**config.mk**
```make
export PLATFORM = sky130hd
export DESIGN_NAME = ext_irq_ctrl
export DESIGN_NICKNAME = d
export VERILOG_FILES = /design/src/rtl/ext_irq_ctrl.sv
export SDC_FILE = /design/constraint.sdc
export NUM_CORES = 1
export LEC_CHECK = 0
export BUFFER_PORTS_ARGS = -buffer_cell sky130_fd_sc_hd__buf_2
export CAP_MARGIN = 10
export CORE_MARGIN = 2
export CORE_UTILIZATION = 60
export DETAILED_ROUTE_END_ITERATION = 6
export PLACE_DENSITY = 0.86
export SYNTH_ARGS = -nofsm -noshare
export SYNTH_HDL_FRONTEND = slang
export SYNTH_SLANG_ARGS = --single-unit
```
**constraint.sdc**
```tcl
create_clock -name clk -period 2.1 [get_ports clk]
set_clock_uncertainty 0.1 [all_clocks]
set_input_delay 0.315 -clock clk [delete_from_list [all_inputs] [get_ports clk]]
set_output_delay 0.315 -clock clk [all_outputs]
set_load 0.01 [all_outputs]
```
**src/rtl/ext_irq_ctrl.sv**
```systemverilog
module ext_irq_ctrl #(
  parameter int NLINES = 23,
  parameter int ADDR_W = 5
) (
  input  logic              clk,
  input  logic              rst_n,
  input  logic [NLINES-1:0] lines_in,
  input  logic [ADDR_W-1:0] addr,
  input  logic              wr_en,
  input  logic [31:0]       wr_data,
  output logic [31:0]       rd_data,
  output logic              irq_o,
  output logic [NLINES-1:0] evt_o
);
  localparam logic [ADDR_W-1:0] A_IMASK = ADDR_W'(8'h00);
  localparam logic [ADDR_W-1:0] A_EMASK = ADDR_W'(8'h04);
  localparam logic [ADDR_W-1:0] A_RSEL  = ADDR_W'(8'h08);
  localparam logic [ADDR_W-1:0] A_FSEL  = ADDR_W'(8'h0C);
  localparam logic [ADDR_W-1:0] A_PEND  = ADDR_W'(8'h14);

  logic [NLINES-1:0] imask, emask, rsel, fsel, pend;
  logic [NLINES-1:0] meta, sync, hist;
  logic [NLINES-1:0] rise, fall, trig, clr;
  logic [NLINES-1:0] wdat;
  logic              w_im, w_em, w_rs, w_fs, w_pd;

  assign wdat = wr_data[NLINES-1:0];
  assign w_im = wr_en && addr == A_IMASK;
  assign w_em = wr_en && addr == A_EMASK;
  assign w_rs = wr_en && addr == A_RSEL;
  assign w_fs = wr_en && addr == A_FSEL;
  assign w_pd = wr_en && addr == A_PEND;

  // synchronizer plus one cycle of history for edge detection
  always_ff @(posedge clk or negedge rst_n)
    if (!rst_n) begin
      meta <= '0;
      sync <= '0;
      hist <= '0;
    end else begin
      meta <= lines_in;
      sync <= meta;
      hist <= sync;
    end

  assign rise = sync & ~hist;
  assign fall = ~sync & hist;

  // rising: old or new select counts during a write; falling: dropped during a write
  assign trig = (rise & (rsel | (w_rs ? wdat : '0)))
              | (fall & (w_fs ? '0 : fsel));
  assign clr  = w_pd ? wdat : '0;

  always_ff @(posedge clk or negedge rst_n)
    if (!rst_n) begin
      imask <= '0;
      emask <= '0;
      rsel  <= '0;
      fsel  <= '0;
      pend  <= '0;
      evt_o <= '0;
    end else begin
      if (w_im) imask <= wdat;
      if (w_em) emask <= wdat;
      if (w_rs) rsel  <= wdat;
      if (w_fs) fsel  <= wdat;
      pend  <= (pend & ~clr) | (trig & imask);
      evt_o <= trig & emask;
    end

  assign irq_o = |pend;

  always_comb begin
    rd_data = '0;
    case (addr)
      A_IMASK: rd_data[NLINES-1:0] = imask;
      A_EMASK: rd_data[NLINES-1:0] = emask;
      A_RSEL:  rd_data[NLINES-1:0] = rsel;
      A_FSEL:  rd_data[NLINES-1:0] = fsel;
      A_PEND:  rd_data[NLINES-1:0] = pend;
      default: rd_data = '0;
    endcase
  end

  AST_NO_EDGE_NO_PEND: assert property (@(posedge clk) disable iff (!rst_n)
    (rise == '0 && fall == '0) |=> (pend & ~$past(pend)) == '0);
  AST_EVT_MASKED: assert property (@(posedge clk) disable iff (!rst_n)
    1'b1 |=> (evt_o & ~$past(emask)) == '0);
  AST_FALL_WR_DROP: assert property (@(posedge clk) disable iff (!rst_n)
    (w_fs && rise == '0) |=> (pend & ~$past(pend)) == '0 && evt_o == '0);
  AST_PEND_STICKY: assert property (@(posedge clk) disable iff (!rst_n)
    1'b1 |=> ($past(pend) & ~$past(clr) & ~pend) == '0);
  AST_IRQ_HOLD: assert property (@(posedge clk) disable iff (!rst_n)
    (irq_o && !w_pd) |=> irq_o);
endmodule

```
==> metrics.log, run 1 <==
INFO  metric outcome = finished with violations
INFO  metric violations = negative setup slack
INFO  metric detail_route.vias_per_cell = 6.68
INFO  metric detail_route.wirelength = 23400 um
INFO  metric cp-start-kind = flop
INFO  metric maxClockFrequency = 452 MHz
INFO  metric post_synth_inst_count = 778
INFO  metric cp_data_arrival_time = 1800 ps
INFO  metric die_w = 127 um
INFO  metric detailed_placer_s_ending_hpwl = 14200 um
INFO  metric stdcell_area = 10900 um2
INFO  metric die_area = 16100 um2
INFO  metric timing.critical_path.to_type = output pin
INFO  metric synthDistinctLibCells = 35
INFO  metric row_count = 44
INFO  metric antenna_violations_before_repair = 1
INFO  metric synth_simple_gate_area_share = 18.1%
INFO  metric post_dp_area = 9930 um2
INFO  metric grt_max_degree = 59
INFO  metric io-pin-count = 119
INFO  metric post_route_cells_drive_above_1_share = 20.7%
INFO  metric drt_iter0_drc = 941
INFO  metric hold_violations = 0
INFO  metric hp-class = in -> reg
INFO  metric synth-warning-count = 0
INFO  metric buffer_cell_driving_the_clock_tree_root = clkbuf_16
INFO  metric most_frequent_standard_cell_in_the_layout_excluding_fill_and_tap_cells = dfrtp_1
INFO  metric fin_crit = 2210 ps
INFO  metric track_usage = 29.1%
INFO  metric most-common-layout-cells = dfrtp_1, buf_2, nand2_1, mux2_1, nand3_1
INFO  metric grt_first_pass_wirelength = 37700 um
INFO  metric cts_htree_levels = 1
INFO  metric irDropWorstVdd = 0.670 mV
INFO  metric overflow = 0
INFO  metric clock-sinks = 207
INFO  metric later_pin_clock_latency_in_the_skew_report = 500 ps
INFO  metric max_cap_violations = 0
INFO  metric floorplan_core_area = 14600 um2
INFO  metric grt_pass1_vias = 7505
INFO  metric rsz_0062_raised_after_global_routing = true
INFO  metric synth-compound-area-share = 9.10%
INFO  metric synth_xor_xnor_area_share = 0%
INFO  metric seq_area_frac_synth = 57.2%
INFO  metric final-setup-viol-count = 1
INFO  metric static-leakage-power = 0.00484 uW
INFO  metric avgSynthCellArea = 11.6 um2
INFO  metric detailroute.via_count = 7372
INFO  metric drt_pre_antenna_iters = 6
INFO  metric cts_inserted_buffers = 21
INFO  metric combinational_family_with_the_most_area_after_synthesis = simple AND/OR/NAND/NOR gates
INFO  metric tns = -111 ps
INFO  metric crit_path_max_delay_family = simple AND/OR/NAND/NOR gates
INFO  metric power_per_cell_area = 914 nW/um2
INFO  metric nets = 969
INFO  metric worst-setup-path-type = reg -> out
INFO  metric final_antenna_net_count = 0
INFO  metric critical_path_buf_inv_count = 1
INFO  metric number_of_port_buffers = 100
INFO  metric finalMaxSlewViolations = 0
INFO  metric setup_ws = -111 ps
INFO  metric die_y = 127 um
INFO  metric critical-path-slowest-cell = dfrtp_1
INFO  metric required_time_of_the_critical_path = 1680 ps
INFO  metric synth_mux_area_share = 11.8%
INFO  metric synth_adder_area_share = 0%
INFO  metric synth-seq-cells = 207
INFO  metric netlist_area = 9060 um2
INFO  metric critical_path.cell_chain = nor4_4, and4_4, nand3_2, buf_6
INFO  metric cts.reportedPaths.clkPinSlew = 60 ps
INFO  metric timing.final.crit_share = 105%
INFO  metric crit_path_max_fanout = 2
INFO  metric floorplan.initialDensity = 61.9%
INFO  metric drc = 0
INFO  metric cts_tree = built
INFO  metric finalWeightedCongestion = 0.881
INFO  metric post_drt_wl_per_cell = 21.2 um
INFO  metric slowest_delay = 420 ps
INFO  metric area_delta_synth_final = 19.9%
INFO  metric clk_path_buf_depth = 3
[registers in the layout, summed over array words and instances (netlist names)]
signal,count
hist,23
meta,23
emask,23
fsel,23
rsel,23
sync,23
imask,23
evt_o,23
pend,23
[worst paths after layout]
| kind | from | cells past startpoint | endpoint | slack [ps] |
|---|---|---|---|---|
| setup / recovery | pend[1]$_DFF_PN0_ | 4 | irq_o | -110 |
| hold / removal | wr_data[21] | 2 | emask[21]$_DFFE_PN0P_ | 4 |
| setup reg to reg | sync[14]$_DFF_PN0_ | 3 | pend[14]$_DFF_PN0_ | 820 |
| hold reg to reg | meta[3]$_DFF_PN0_ | 0 | sync[3]$_DFF_PN0_ | 250 |
| max in group asynchronous | rst_n | 3 | evt_o[6]$_DFF_PN0_ | 1000 |
| min in group asynchronous | rst_n | 2 | meta[9]$_DFF_PN0_ | 220 |
[power breakdown]
group / switching [uW] / total [uW] / internal (uW)
combinational: 675 / 1300 / 620
clock: 1520 / 3540 / 2020
sequential: 524 / 5090 / 4570
total: 2720 / 9930 / 7200
[metal layers]
| metal | share of wire, % | routed length, um | track usage [%] | up-vias |
|---|---|---|---|---|
| li1 | - | - | - | 3137 |
| met1 | 39 | 9070 | 39.4 | 3641 |
| met2 | 48 | 11200 | 46.9 | 505 |
| met3 | 9.8 | 2300 | 5.95 | 89 |
| met4 | 3.5 | 818 | 11.2 | 0 |
| met5 | 0 | 0 | 0 | - |
[stage by stage]
stage	hold WS, ps	utilization (%)	setup slack, ps	instances	total power [uW]
6_report	4.04	74.2	-111	1104	9930
3_5_place_dp	204	67.8	92.8	1041	6300
3_3_place_gp	207	67.8	135	1041	6220
2_1_floorplan	-80.6	-	411	786	5730
5_1_grt	16.5	74.2	-142	1103	10300
4_1_cts	1.71	74.1	-81.9	1102	9890
[timing repair]
action	4_1_cts	5_1_grt
setup buffers	1	1
gates resized for setup	5	1
hold endpoints to repair	73	0
endpoints found under the setup margin	1	4
hold buffers	24	0
pin swaps	2	1
[area by class of cell]
class	instances	area [um2]
fillers	918	3780
clock buffers	31	613
diodes	1	2.50
repair buffers	163	1190
flip-flops and latches	207	5180
multi-input cells	513	3620
clock inverters	5	28.8
well taps	184	230
[synthesized netlist by cell type, drive strengths merged]
| cell | number | area share [%] |
|---|---|---|
| nor3b | 24 | 2.0 |
| and3 | 1 | 0.069 |
| nand4bb | 1 | 0.12 |
| and4 | 1 | 0.097 |
| conb | 1 | 0.041 |
| mux2 | 92 | 12 |
| nand2 | 90 | 3.8 |
| o22ai | 23 | 1.6 |
| a31oi | 23 | 1.6 |
| nand2b | 1 | 0.069 |
| and4bb | 1 | 0.14 |
| o211ai | 6 | 0.50 |
| nor2b | 24 | 1.7 |
| or3 | 1 | 0.069 |
| and3b | 23 | 2.2 |
| nor2 | 2 | 0.083 |
| nor3 | 2 | 0.23 |
| nand3 | 71 | 4.0 |
| a32oi | 23 | 2.2 |
| nor4 | 5 | 0.35 |
| o221ai | 20 | 1.9 |
| buf | 49 | 3.1 |
| o21ai | 23 | 1.3 |
| and2 | 1 | 0.069 |
| clkbuf | 17 | 0.70 |
| nand4 | 46 | 3.2 |
| dfrtp | 207 | 57 |
[logic make-up (layout without fill, tap and decap cells)]
logic type	count (synthesis)	in the layout
mux	92	92
flops	207	207
compound gates	118	118
other cells	1	10
buf+inv	66	199
simple gates	294	294
Power figures use the tool's default switching activity.
==> inputs of run 2 (changes only) <==
--- a/config.mk
+++ b/config.mk
@@ -10,7 +10,8 @@
 export CORE_MARGIN = 2
 export CORE_UTILIZATION = 60
 export DETAILED_ROUTE_END_ITERATION = 6
-export PLACE_DENSITY = 0.86
+export PLACE_DENSITY = 0.92
+export SKIP_LAST_GASP = 1
 export SYNTH_ARGS = -nofsm -noshare
 export SYNTH_HDL_FRONTEND = slang
 export SYNTH_SLANG_ARGS = --single-unit
==> run 2 against run 1 <==
- the flow still finishes with violations (negative setup slack)
- sequential share of layout area fell by 0.39 points
- utilization rose by 0.62 points
- routed wire length rose by 2.9%
- worst setup slack improved by 7.3 ps
- via count rose by 0.73%
- clock-buffer cell count fell by 5
- flip-flop and latch count did not move
- final cell count rose by 0.63%
- first-iteration DRC count rose by 2.0%
- non-clock buffer count rose by 4
- register-to-register slack improved by 100 ps
==> metrics.log, run 2 (synthesis results as in run 1) <==
INFO  metric outcome = finished with violations
INFO  metric violations = negative setup slack
INFO  metric crit_path_max_fanout = 2 (unchanged)
INFO  metric most-common-layout-cells = dfrtp_1, buf_2, nand2_1, mux2_1, nand3_1
INFO  metric floorplan.initialDensity = 61.9% (unchanged)
INFO  metric cts.reportedPaths.clkPinSlew = 60 ps (about the same)
INFO  metric io-pin-count = 119 (unchanged)
INFO  metric post_drt_wl_per_cell = 21.6 um (+2.2%)
INFO  metric cts_tree = built
INFO  metric power_frac_clock = 37.2% (+1.5 points)
INFO  metric seq_power_share = 50.0% (-1.3 points)
INFO  metric final-setup-viol-count = 1 (unchanged)
INFO  metric dpl.cell_count = 1045 (+0.38%)
INFO  metric cp-start-kind = flop
INFO  metric power.switching_fraction = 26.7% (-0.70 points)
INFO  metric number_of_port_buffers = 100 (unchanged)
INFO  metric max_cap_violations = 0 (unchanged)
INFO  metric detailroute.via_count = 7426 (+0.73%)
INFO  metric r2r_slack = 920 ps (+100 ps)
INFO  metric static-leakage-power = 0.00487 uW (+0.75%)
INFO  metric cp_data_arrival_time = 1790 ps (about the same)
INFO  metric track_usage = 30.2% (+1.1 points)
INFO  metric detail_route.wirelength = 24000 um (+2.9%)
INFO  metric die_area = 16100 um2 (unchanged)
INFO  metric grt_max_degree = 59 (unchanged)
INFO  metric reg2reg_from = sync[4]$_DFF_PN0_
INFO  metric fin_crit = 2200 ps (-7.30 ps)
INFO  metric clock-sinks = 207 (unchanged)
INFO  metric required_time_of_the_critical_path = 1680 ps (about the same)
INFO  metric most_frequent_standard_cell_in_the_layout_excluding_fill_and_tap_cells = dfrtp_1
INFO  metric setup_ws = -103 ps (+7.30 ps)
INFO  metric crit_path_max_delay_family = simple AND/OR/NAND/NOR gates
INFO  metric drt_iter0_drc = 960 (+2.0%)
INFO  metric floorplan_core_area = 14600 um2 (unchanged)
INFO  metric final_antenna_net_count = 0 (unchanged)
INFO  metric worst-setup-path-type = reg -> out
INFO  metric tns = -103 ps (+7.30 ps)
INFO  metric critical-path-slowest-cell = dfrtp_1
INFO  metric fin_cells = 1111 (+0.63%)
INFO  metric filler_cell_count = 882 (-3.9%)
INFO  metric detailed_placer_s_ending_hpwl = 14500 um (+2.1%)
INFO  metric die_y = 127 um (unchanged)
INFO  metric area_delta_synth_final = 20.9%
INFO  metric drc = 0 (unchanged)
INFO  metric final_core_util = 74.8% (+0.62 points)
INFO  metric row_count = 44 (unchanged)
INFO  metric r2r-end = evt_o[4]$_DFF_PN0_
INFO  metric timing.critical_path.to_type = output pin
INFO  metric clk_path_buf_depth = 3 (unchanged)
INFO  metric later_pin_clock_latency_in_the_skew_report = 490 ps (about the same)
INFO  metric overflow = 0 (unchanged)
INFO  metric hold_path.startpoint = wr_data[8]
INFO  metric hold_violations = 0 (unchanged)
INFO  metric combPwrFrac = 12.8% (-0.2 points)
INFO  metric timing.final.crit_share = 105% (-0.35 points)
INFO  metric grt_pass1_vias = 7402 (-1.4%)
INFO  metric nets = 973 (+0.41%)
INFO  metric stdcell_area = 11000 um2 (+0.83%)
INFO  metric p_int = 7500 uW (+4.0%)
INFO  metric post_route_cells_drive_above_1_share = 21.5% (+0.78 points)
INFO  metric critical_path_buf_inv_count = 1 (unchanged)
INFO  metric slowest_delay = 420 ps (about the same)
INFO  metric whs_endpoint = imask[8]$_DFFE_PN0P_
INFO  metric power_per_cell_area = 934 nW/um2 (+2.2%)
INFO  metric critical_path.cell_chain = nor4_4, and4_4, nand3_2, buf_6
INFO  metric irDropWorstVdd = 0.551 mV (-18%)
INFO  metric drt_pre_antenna_iters = 5 (-1)
INFO  metric detail_route.vias_per_cell = 6.68 (about the same)
INFO  metric grt_first_pass_wirelength = 38700 um (+2.6%)
INFO  metric worst-r2r-cell-count = 3 (unchanged)
INFO  metric antenna_violations_before_repair = 3 (+2)
INFO  metric finalMaxSlewViolations = 0 (unchanged)
INFO  metric post_dp_area = 9950 um2 (+0.18%)
INFO  metric cts_inserted_buffers = 21 (unchanged)
INFO  metric maxClockFrequency = 454 MHz (+0.33%)
INFO  metric rsz_0062_raised_after_global_routing = true
INFO  metric hp-class = in -> reg
INFO  metric finalWeightedCongestion = 0.856 (-2.8%)
INFO  metric min_delay_path_depth = 2 (unchanged)
INFO  metric cts_htree_levels = 1 (unchanged)
INFO  metric p_switching = 2730 uW (+0.41%)
INFO  metric die_w = 127 um (unchanged)
INFO  metric buffer_cell_driving_the_clock_tree_root = clkbuf_16
==> run 2: cell types whose count changed in the layout (fill, tap and decap cells not counted), sizes merged <==
cell and delta:
clkbuf -5, buf +4, inv -1, bufinv +3, clkinvlp +2, clkinv +1, diode +3
==> run 2: power by group through the flow <==
stage	registers (uW)	clock network (uW)	logic [uW]
6_report	5110	3810	1310
5_1_grt	5160	4010	1420
4_1_cts	5070	3840	1280
3_5_place_dp	5100	0	1210
3_3_place_gp	5060	0	1150
2_1_floorplan	4950	0	780
==> run 2: layout make-up <==
class	instances	area, um2	area share (%)
flip-flops and latches	207	5180	47.3
multi-input cells	513	3630	33.1
repair buffers	167	1200	11.0
clock buffers	26	574	5.24
well taps	184	230	2.10
clock inverters	10	130	1.19
diodes	4	10.0	0.0914
==> run 2: worst max-delay path by stage <==
stage / depth (start not counted) / end / start
2_1_floorplan: 5 / rd_data[0] / addr[4]
3_3_place_gp: 7 / rd_data[14] / addr[3]
3_5_place_dp: 6 / emask[16]$_DFFE_PN0P_ / addr[3]
4_1_cts: 4 / irq_o / pend[2]$_DFF_PN0_
5_1_grt: 4 / irq_o / pend[2]$_DFF_PN0_
6_report: 4 / irq_o / pend[2]$_DFF_PN0_
==> run 2: repair_timing <==
| item | in CTS | in global routing |
|---|---|---|
| buffers inserted | 2 | 0 |
| pin swaps | 2 | 0 |
| endpoints found under the setup margin | 1 | 1 |
| hold buffers | 24 | 0 |
| gates resized for setup | 6 | 0 |
| hold endpoints to repair | 67 | 0 |
==> run 2: per-stage QoR <==
step / setup WS [ps] / total power [uW] / hold WS (ps)
after floorplan: 411 / 5730 / -80.6
after global placement: 220 / 6210 / 197
after detailed placement: 157 / 6320 / 199
after CTS: -47.5 / 10200 / 12.0
after global routing: -153 / 10600 / 21.7
final: -103 / 10200 / 18.4
==> run 2: layer usage <==
metal / vias to the layer above / global-route usage (%) / part of all wire [%]
met5: - / 0 / 0
met1: 3640 / 40.7 / 39
met3: 110 / 5.53 / 9.9
met2: 526 / 48.1 / 47
met4: 0 / 14.0 / 4.5
li1: 3150 / - / -
